### config.mk
export PLATFORM = sky130hd
export DESIGN_NAME = pulse_iso_link
export DESIGN_NICKNAME = d
export VERILOG_FILES = /design/src/rtl/iso_link_pkg.sv /design/src/rtl/iso_sync.sv /design/src/rtl/iso_edge_encoder.sv /design/src/rtl/iso_pulse_decoder.sv /design/src/rtl/pulse_iso_link.sv
export SDC_FILE = /design/constraint.sdc
export NUM_CORES = 1
export LEC_CHECK = 0
export CORE_MARGIN = 2
export CORE_UTILIZATION = 50
export CTS_CLUSTER_DIAMETER = 150
export DETAILED_ROUTE_END_ITERATION = 8
export GPL_ROUTABILITY_DRIVEN = 1
export PLACE_DENSITY = 0.7
export SLEW_MARGIN = 40
export SYNTH_ARGS = -nofsm -noshare
export SYNTH_HDL_FRONTEND = slang
export SYNTH_SLANG_ARGS = --single-unit
export TNS_END_PERCENT = 5
### constraint.sdc
create_clock -name clk -period 3.88 [get_ports clk]
set_input_delay 0.776 -clock clk [delete_from_list [all_inputs] [get_ports clk]]
set_output_delay 0.776 -clock clk [all_outputs]
set_load 0.005 [all_outputs]
### src/rtl/iso_link_pkg.sv
package iso_link_pkg;

    typedef enum logic {
        KIND_CLR = 1'b0,
        KIND_SET = 1'b1
    } pulse_kind_e;

    function automatic int unsigned cnt_width(input int unsigned limit);
        return (limit < 2) ? 1 : $clog2(limit);
    endfunction

endpackage

### src/rtl/iso_sync.sv
module iso_sync #(
    parameter int unsigned STAGES = 2
) (
    input  logic clk,
    input  logic rst_n,
    input  logic async_i,
    output logic sync_o
);
    typedef struct packed {
        logic [STAGES-1:0] chain;
    } sync_state_t;

    sync_state_t state_d, state_q;

    always_comb begin
        state_d = state_q;
        if (STAGES > 1) begin
            state_d.chain = {state_q.chain[STAGES-2:0], async_i};
        end else begin
            state_d.chain[0] = async_i;
        end
    end

    always_ff @(posedge clk or negedge rst_n) begin
        if (!rst_n) state_q <= '0;
        else        state_q <= state_d;
    end

    assign sync_o = state_q.chain[STAGES-1];

endmodule

### src/rtl/iso_edge_encoder.sv
module iso_edge_encoder
    import iso_link_pkg::*;
#(
    parameter int unsigned PULSE_CYCLES   = 2,
    parameter int unsigned REFRESH_CYCLES = 40
) (
    input  logic clk,
    input  logic rst_n,
    input  logic level_i,
    output logic tx_set_o,
    output logic tx_clr_o
);
    localparam int unsigned PW = cnt_width(PULSE_CYCLES + 1);
    localparam int unsigned RW = cnt_width(REFRESH_CYCLES);

    typedef struct packed {
        logic        lvl;
        logic [PW-1:0] pcnt;
        pulse_kind_e kind;
        logic        pend;
        logic [RW-1:0] rcnt;
    } enc_state_t;

    enc_state_t state_d, state_q;
    logic       edge_seen, active, free_slot, refresh_due, request;

    always_comb begin
        state_d     = state_q;
        state_d.lvl = level_i;
        edge_seen   = level_i ^ state_q.lvl;
        active      = (state_q.pcnt != '0);
        free_slot   = !active || (state_q.pcnt == PW'(1));
        refresh_due = !edge_seen && (state_q.rcnt == RW'(REFRESH_CYCLES - 1));
        request     = edge_seen || refresh_due || state_q.pend;

        if (active) state_d.pcnt = state_q.pcnt - PW'(1);

        if (edge_seen || refresh_due) state_d.rcnt = '0;
        else                          state_d.rcnt = state_q.rcnt + RW'(1);

        if (request) begin
            if (free_slot) begin
                state_d.pcnt = PW'(PULSE_CYCLES);
                state_d.kind = level_i ? KIND_SET : KIND_CLR;
                state_d.pend = 1'b0;
            end else begin
                state_d.pend = 1'b1;
            end
        end
    end

    always_ff @(posedge clk or negedge rst_n) begin
        if (!rst_n) begin
            state_q      <= '0;
            state_q.kind <= KIND_CLR;
        end else begin
            state_q <= state_d;
        end
    end

    assign tx_set_o = (state_q.pcnt != '0) && (state_q.kind == KIND_SET);
    assign tx_clr_o = (state_q.pcnt != '0) && (state_q.kind == KIND_CLR);

    // a detected transition is either launched at full width or queued
    a_r2_edge_serviced : assert property (@(posedge clk) disable iff (!rst_n)
        edge_seen |=> (state_q.pend || state_q.pcnt == PW'(PULSE_CYCLES)));

    // a refresh in a free slot repeats the level seen when it fell due
    a_r6_refresh_level : assert property (@(posedge clk) disable iff (!rst_n)
        (refresh_due && free_slot) |=> ((tx_set_o || tx_clr_o) && (tx_set_o == $past(level_i))));

    // a queued pulse starts as soon as the running one finishes
    a_r5_queue_drains : assert property (@(posedge clk) disable iff (!rst_n)
        (state_q.pend && state_q.pcnt == PW'(1)) |=> (tx_set_o || tx_clr_o));

endmodule

### src/rtl/iso_pulse_decoder.sv
module iso_pulse_decoder
    import iso_link_pkg::*;
#(
    parameter int unsigned WDOG_CYCLES = 200,
    parameter logic        DEFAULT_OUT = 1'b0
) (
    input  logic clk,
    input  logic rst_n,
    input  logic rx_set_i,
    input  logic rx_clr_i,
    output logic level_o,
    output logic fault_o
);
    localparam int unsigned WW = cnt_width(WDOG_CYCLES);

    typedef struct packed {
        logic          out;
        logic          fault;
        logic [WW-1:0] wcnt;
    } dec_state_t;

    dec_state_t state_d, state_q;
    logic       set_only, clr_only, wdog_expire;

    always_comb begin
        state_d     = state_q;
        set_only    = rx_set_i && !rx_clr_i;
        clr_only    = rx_clr_i && !rx_set_i;
        wdog_expire = !state_q.fault && (state_q.wcnt == WW'(WDOG_CYCLES - 1));

        if (set_only || clr_only) begin
            state_d.out   = set_only;
            state_d.fault = 1'b0;
            state_d.wcnt  = '0;
        end else if (wdog_expire) begin
            state_d.out   = DEFAULT_OUT;
            state_d.fault = 1'b1;
        end else if (!state_q.fault) begin
            state_d.wcnt  = state_q.wcnt + WW'(1);
        end
    end

    always_ff @(posedge clk or negedge rst_n) begin
        if (!rst_n) begin
            state_q.out   <= DEFAULT_OUT;
            state_q.fault <= 1'b1;
            state_q.wcnt  <= '0;
        end else begin
            state_q <= state_d;
        end
    end

    assign level_o = state_q.out;
    assign fault_o = state_q.fault;

    // a lone set pulse drives high and clears any fault
    a_r7_set_wins : assert property (@(posedge clk) disable iff (!rst_n)
        (rx_set_i && !rx_clr_i) |=> (level_o && !fault_o));

    // a lone clear pulse drives low and clears any fault
    a_r7_clr_wins : assert property (@(posedge clk) disable iff (!rst_n)
        (rx_clr_i && !rx_set_i) |=> (!level_o && !fault_o));

    // both lines high is ignored unless the watchdog is expiring anyway
    a_r8_both_ignored : assert property (@(posedge clk) disable iff (!rst_n)
        (rx_set_i && rx_clr_i && !wdog_expire) |=> $stable(level_o));

    // a faulted link always shows the default level
    a_r9_fault_default : assert property (@(posedge clk) disable iff (!rst_n)
        fault_o |-> (level_o == DEFAULT_OUT));

endmodule

### src/rtl/pulse_iso_link.sv
module pulse_iso_link #(
    parameter int unsigned PULSE_CYCLES   = 2,
    parameter int unsigned REFRESH_CYCLES = 40,
    parameter int unsigned WDOG_CYCLES    = 200,
    parameter logic        DEFAULT_OUT    = 1'b0,
    parameter int unsigned SYNC_STAGES    = 2
) (
    input  logic clk,
    input  logic rst_n,
    input  logic data_in,
    output logic tx_set,
    output logic tx_clr,
    input  logic rx_set,
    input  logic rx_clr,
    output logic data_out,
    output logic link_fault
);
    logic level_sync;

    iso_sync #(
        .STAGES(SYNC_STAGES)
    ) u_sync (
        .clk     (clk),
        .rst_n   (rst_n),
        .async_i (data_in),
        .sync_o  (level_sync)
    );

    iso_edge_encoder #(
        .PULSE_CYCLES  (PULSE_CYCLES),
        .REFRESH_CYCLES(REFRESH_CYCLES)
    ) u_enc (
        .clk      (clk),
        .rst_n    (rst_n),
        .level_i  (level_sync),
        .tx_set_o (tx_set),
        .tx_clr_o (tx_clr)
    );

    iso_pulse_decoder #(
        .WDOG_CYCLES(WDOG_CYCLES),
        .DEFAULT_OUT(DEFAULT_OUT)
    ) u_dec (
        .clk      (clk),
        .rst_n    (rst_n),
        .rx_set_i (rx_set),
        .rx_clr_i (rx_clr),
        .level_o  (data_out),
        .fault_o  (link_fault)
    );

endmodule

==> results.sh <==
export IMPL_synth_top_area_frac=0.521
export IMPL_cp_start_kind="flip-flop"
export IMPL_core_area_mm2=0.00198
export IMPL_portBuffers=8
export IMPL_worstMarginPinSlew_ps=492
export IMPL_grt_overflow=0
export IMPL_dr_pass1_iters=4
export IMPL_vias=689
export IMPL_grt_pass1_wl_mm=3.06
export IMPL_fp_dieH_um=50.0
export IMPL_arrival_ps=1460
export IMPL_start_util=0.533
export IMPL_grtUsageTotal=0.159
export IMPL_routabilityCongestion=0.733
export IMPL_wl_met2_um=704
export IMPL_cts_buffers=3
export IMPL_critical_path_class="reg2out"
export IMPL_synth_ff_type="dfrtp_1"
export IMPL_cts_resized=0
export IMPL_syn_nets=102
export IMPL_setup_viol=0
export IMPL_syn_area_per_cell_um2=11.2
export IMPL_critPathCaptureType="primary output"
export IMPL_final_nets=114
export IMPL_slew_headroom=0.672
export IMPL_cts_root_buf="clkbuf_4"
export IMPL_die_area_mm2=0.00250
export IMPL_ys_seq_area_frac=0.546
export IMPL_syn_to_final_growth_pct=12.5
export IMPL_critPathTopFamily="buffers and inverters"
export IMPL_drv_slew=0
export IMPL_postCtsSetupRepairBufs=0
export IMPL_synth_seq_cells=23
export IMPL_crit_buf_inv=1
export IMPL_hold_end="u_sync.state_q[1]"
export IMPL_cts_tree="done"
export IMPL_final_common_cell="dfrtp_1"
export IMPL_crit_reg2reg_launch="u_dec.state_q[5]"
export IMPL_hold_violations=0
export IMPL_worstPathCellList="nor2_1, nor2b_1, clkdlybuf4s50_1"
export IMPL_synth_top_cells_by_area="dfrtp_1, nor2_1, xor2_1"
export IMPL_synth_edf_count=0
export IMPL_clock_skew_ps=2.93
export IMPL_antenna_found_initial=0
export IMPL_clockBufferDepth=2
export IMPL_worst_r2r_endpoint="u_dec.level_o"
export IMPL_min_period_ps=2240
export IMPL_drt_initial_drc_count=6
export IMPL_rows=16
export IMPL_synth_cell_types=34
export IMPL_drt_wirelength_per_cell_um=12.2
export IMPL_reg2regPathDepth=4
export IMPL_drt_met1_wl_um=826
export IMPL_rrSetupSlack_ps=2340
export IMPL_finalCritPeriodShare=0.577
export IMPL_drc=0
export IMPL_yosys_warnings=0
export IMPL_critPathMaxStageDelay_ps=510
export IMPL_syn_area_mm2=0.00106
export IMPL_htreeDepth=1
export IMPL_hp_class="reg2reg"
export IMPL_min_path_cells=0
export IMPL_hold_slack_ps=370
export IMPL_synthCells=94
export IMPL_wl_met3_um=54
export IMPL_ioPinCount=9
export IMPL_final_cell_mix="dfrtp_1, nor2_1, clkdlybuf4s50_1"
export IMPL_viasPerCell=5.22
export IMPL_hold_buffers=0
export IMPL_rsz0062_at_grt="false"
export IMPL_cts_sinks=23
export IMPL_wl_mm=1.60
export IMPL_highest_layer="met4"
export IMPL_vdd_drop_max_mv=0.459
export IMPL_hp_start="u_sync.state_q[0]"
export IMPL_synth_top_cell_by_area="dfrtp_1"
export IMPL_leakage_nw=0.513
export IMPL_place_hpwl_mm=1.19
export IMPL_async_reset_ff_frac=1.00
export IMPL_run_status="finished, final reports clean"
export IMPL_drv_cap=0
export IMPL_power_density_mw_per_mm2=442
export IMPL_drive_gt1_frac=0.105
export IMPL_num_antenna_cells=0
export IMPL_crit_fanout=6
export IMPL_ant_nets=0
export IMPL_clk_pin_slew_worst_paths_ps=120
export IMPL_clk_latency_ps=300
export IMPL_die_w_um=50.0
export IMPL_worstPathRequired_ps=3100
export IMPL_crit_slowest_cell="clkdlybuf4s50_1"
export IMPL_grt_max_degree=24
export IMPL_max_freq_mhz=447
export IMPL_tns_ps=0
export IMPL_first_global_vias=697
## worst max path at each step
stage	slack, ps	depth (start not counted)	startpoint	end
CTS	1630	3	u_enc.state_q[9]	tx_set
global placement	1630	5	rx_clr	u_dec.level_o
detailed placement	1600	5	rx_clr	u_dec.level_o
global route	1520	3	u_enc.state_q[9]	tx_set
finish	1640	3	u_enc.state_q[9]	tx_set
floorplan	2290	4	rx_clr	u_dec.level_o
## flip-flops by register name (all words and copies together), names as in the netlist
| name | cells |
|---|---|
| u_sync.state_q | 2 |
| u_dec.level_o | 1 |
| u_enc.state_q | 11 |
| u_dec.fault_o | 1 |
| u_dec.state_q | 8 |
## per-layer routing
metal,vias up,GRT usage
met1,325,0.228
met4,0,0.0556
met5,-,0
met2,13,0.241
li1,347,-
met3,4,0.0273
## power by group
part | switching, mW | leakage (nW) | internal [mW] | total (mW)
clock network | 0.0694 | 0.0177 | 0.0385 | 0.108
logic | 0.0451 | 0.200 | 0.0675 | 0.113
registers | 0.0332 | 0.296 | 0.273 | 0.306
## synthesized netlist by cell type (2+ instances only)
master,count
nor3_1,2
a21boi_0,2
xor2_1,5
and2_1,3
xnor2_1,3
nand2_1,6
nand3_1,5
inv_1,3
or3_1,2
dfrtp_1,22
nor2b_1,2
ha_1,3
nor2_1,12
o21ai_0,4
## layout make-up
cell class	instances	area, um2
tap	27	33.8
sequential	23	577
clock inverter	1	5.00
multi-input combinational	67	465
timing repair buffer	8	75.1
inverter	3	11.3
clock buffer	3	22.5
fill	179	792
## metrics by stage
step | instance area [um2] | std cells | util | worst slack [ps] | power, mW
after floorplan | 1060 | 94 | - | 2290 | 0.371
after detailed placement | 1160 | 128 | 0.586 | 1600 | 0.425
after global placement | 1170 | 128 | 0.589 | 1630 | 0.421
after CTS | 1190 | 132 | 0.600 | 1630 | 0.536
final | 1190 | 132 | 0.600 | 1640 | 0.526
after global routing | 1190 | 132 | 0.600 | 1520 | 0.565
## cell families (layout without fill, tap and decap cells)
| group | Yosys count | count (layout) | synth area share |
|---|---|---|---|
| XOR/XNOR | 8 | 8 | 0.0663 |
| AO/OA/AOI/OAI | 14 | 14 | 0.0982 |
| multiplexers | 2 | 2 | 0.0201 |
| adder cells (fa/ha/maj) | 3 | 3 | 0.0355 |
| AND/OR/NAND/NOR | 40 | 40 | 0.220 |
| buffers and inverters | 4 | 15 | 0.0142 |
| flip-flops | 23 | 23 | 0.546 |
No activity file was read; power rests on OpenSTA's default activity.
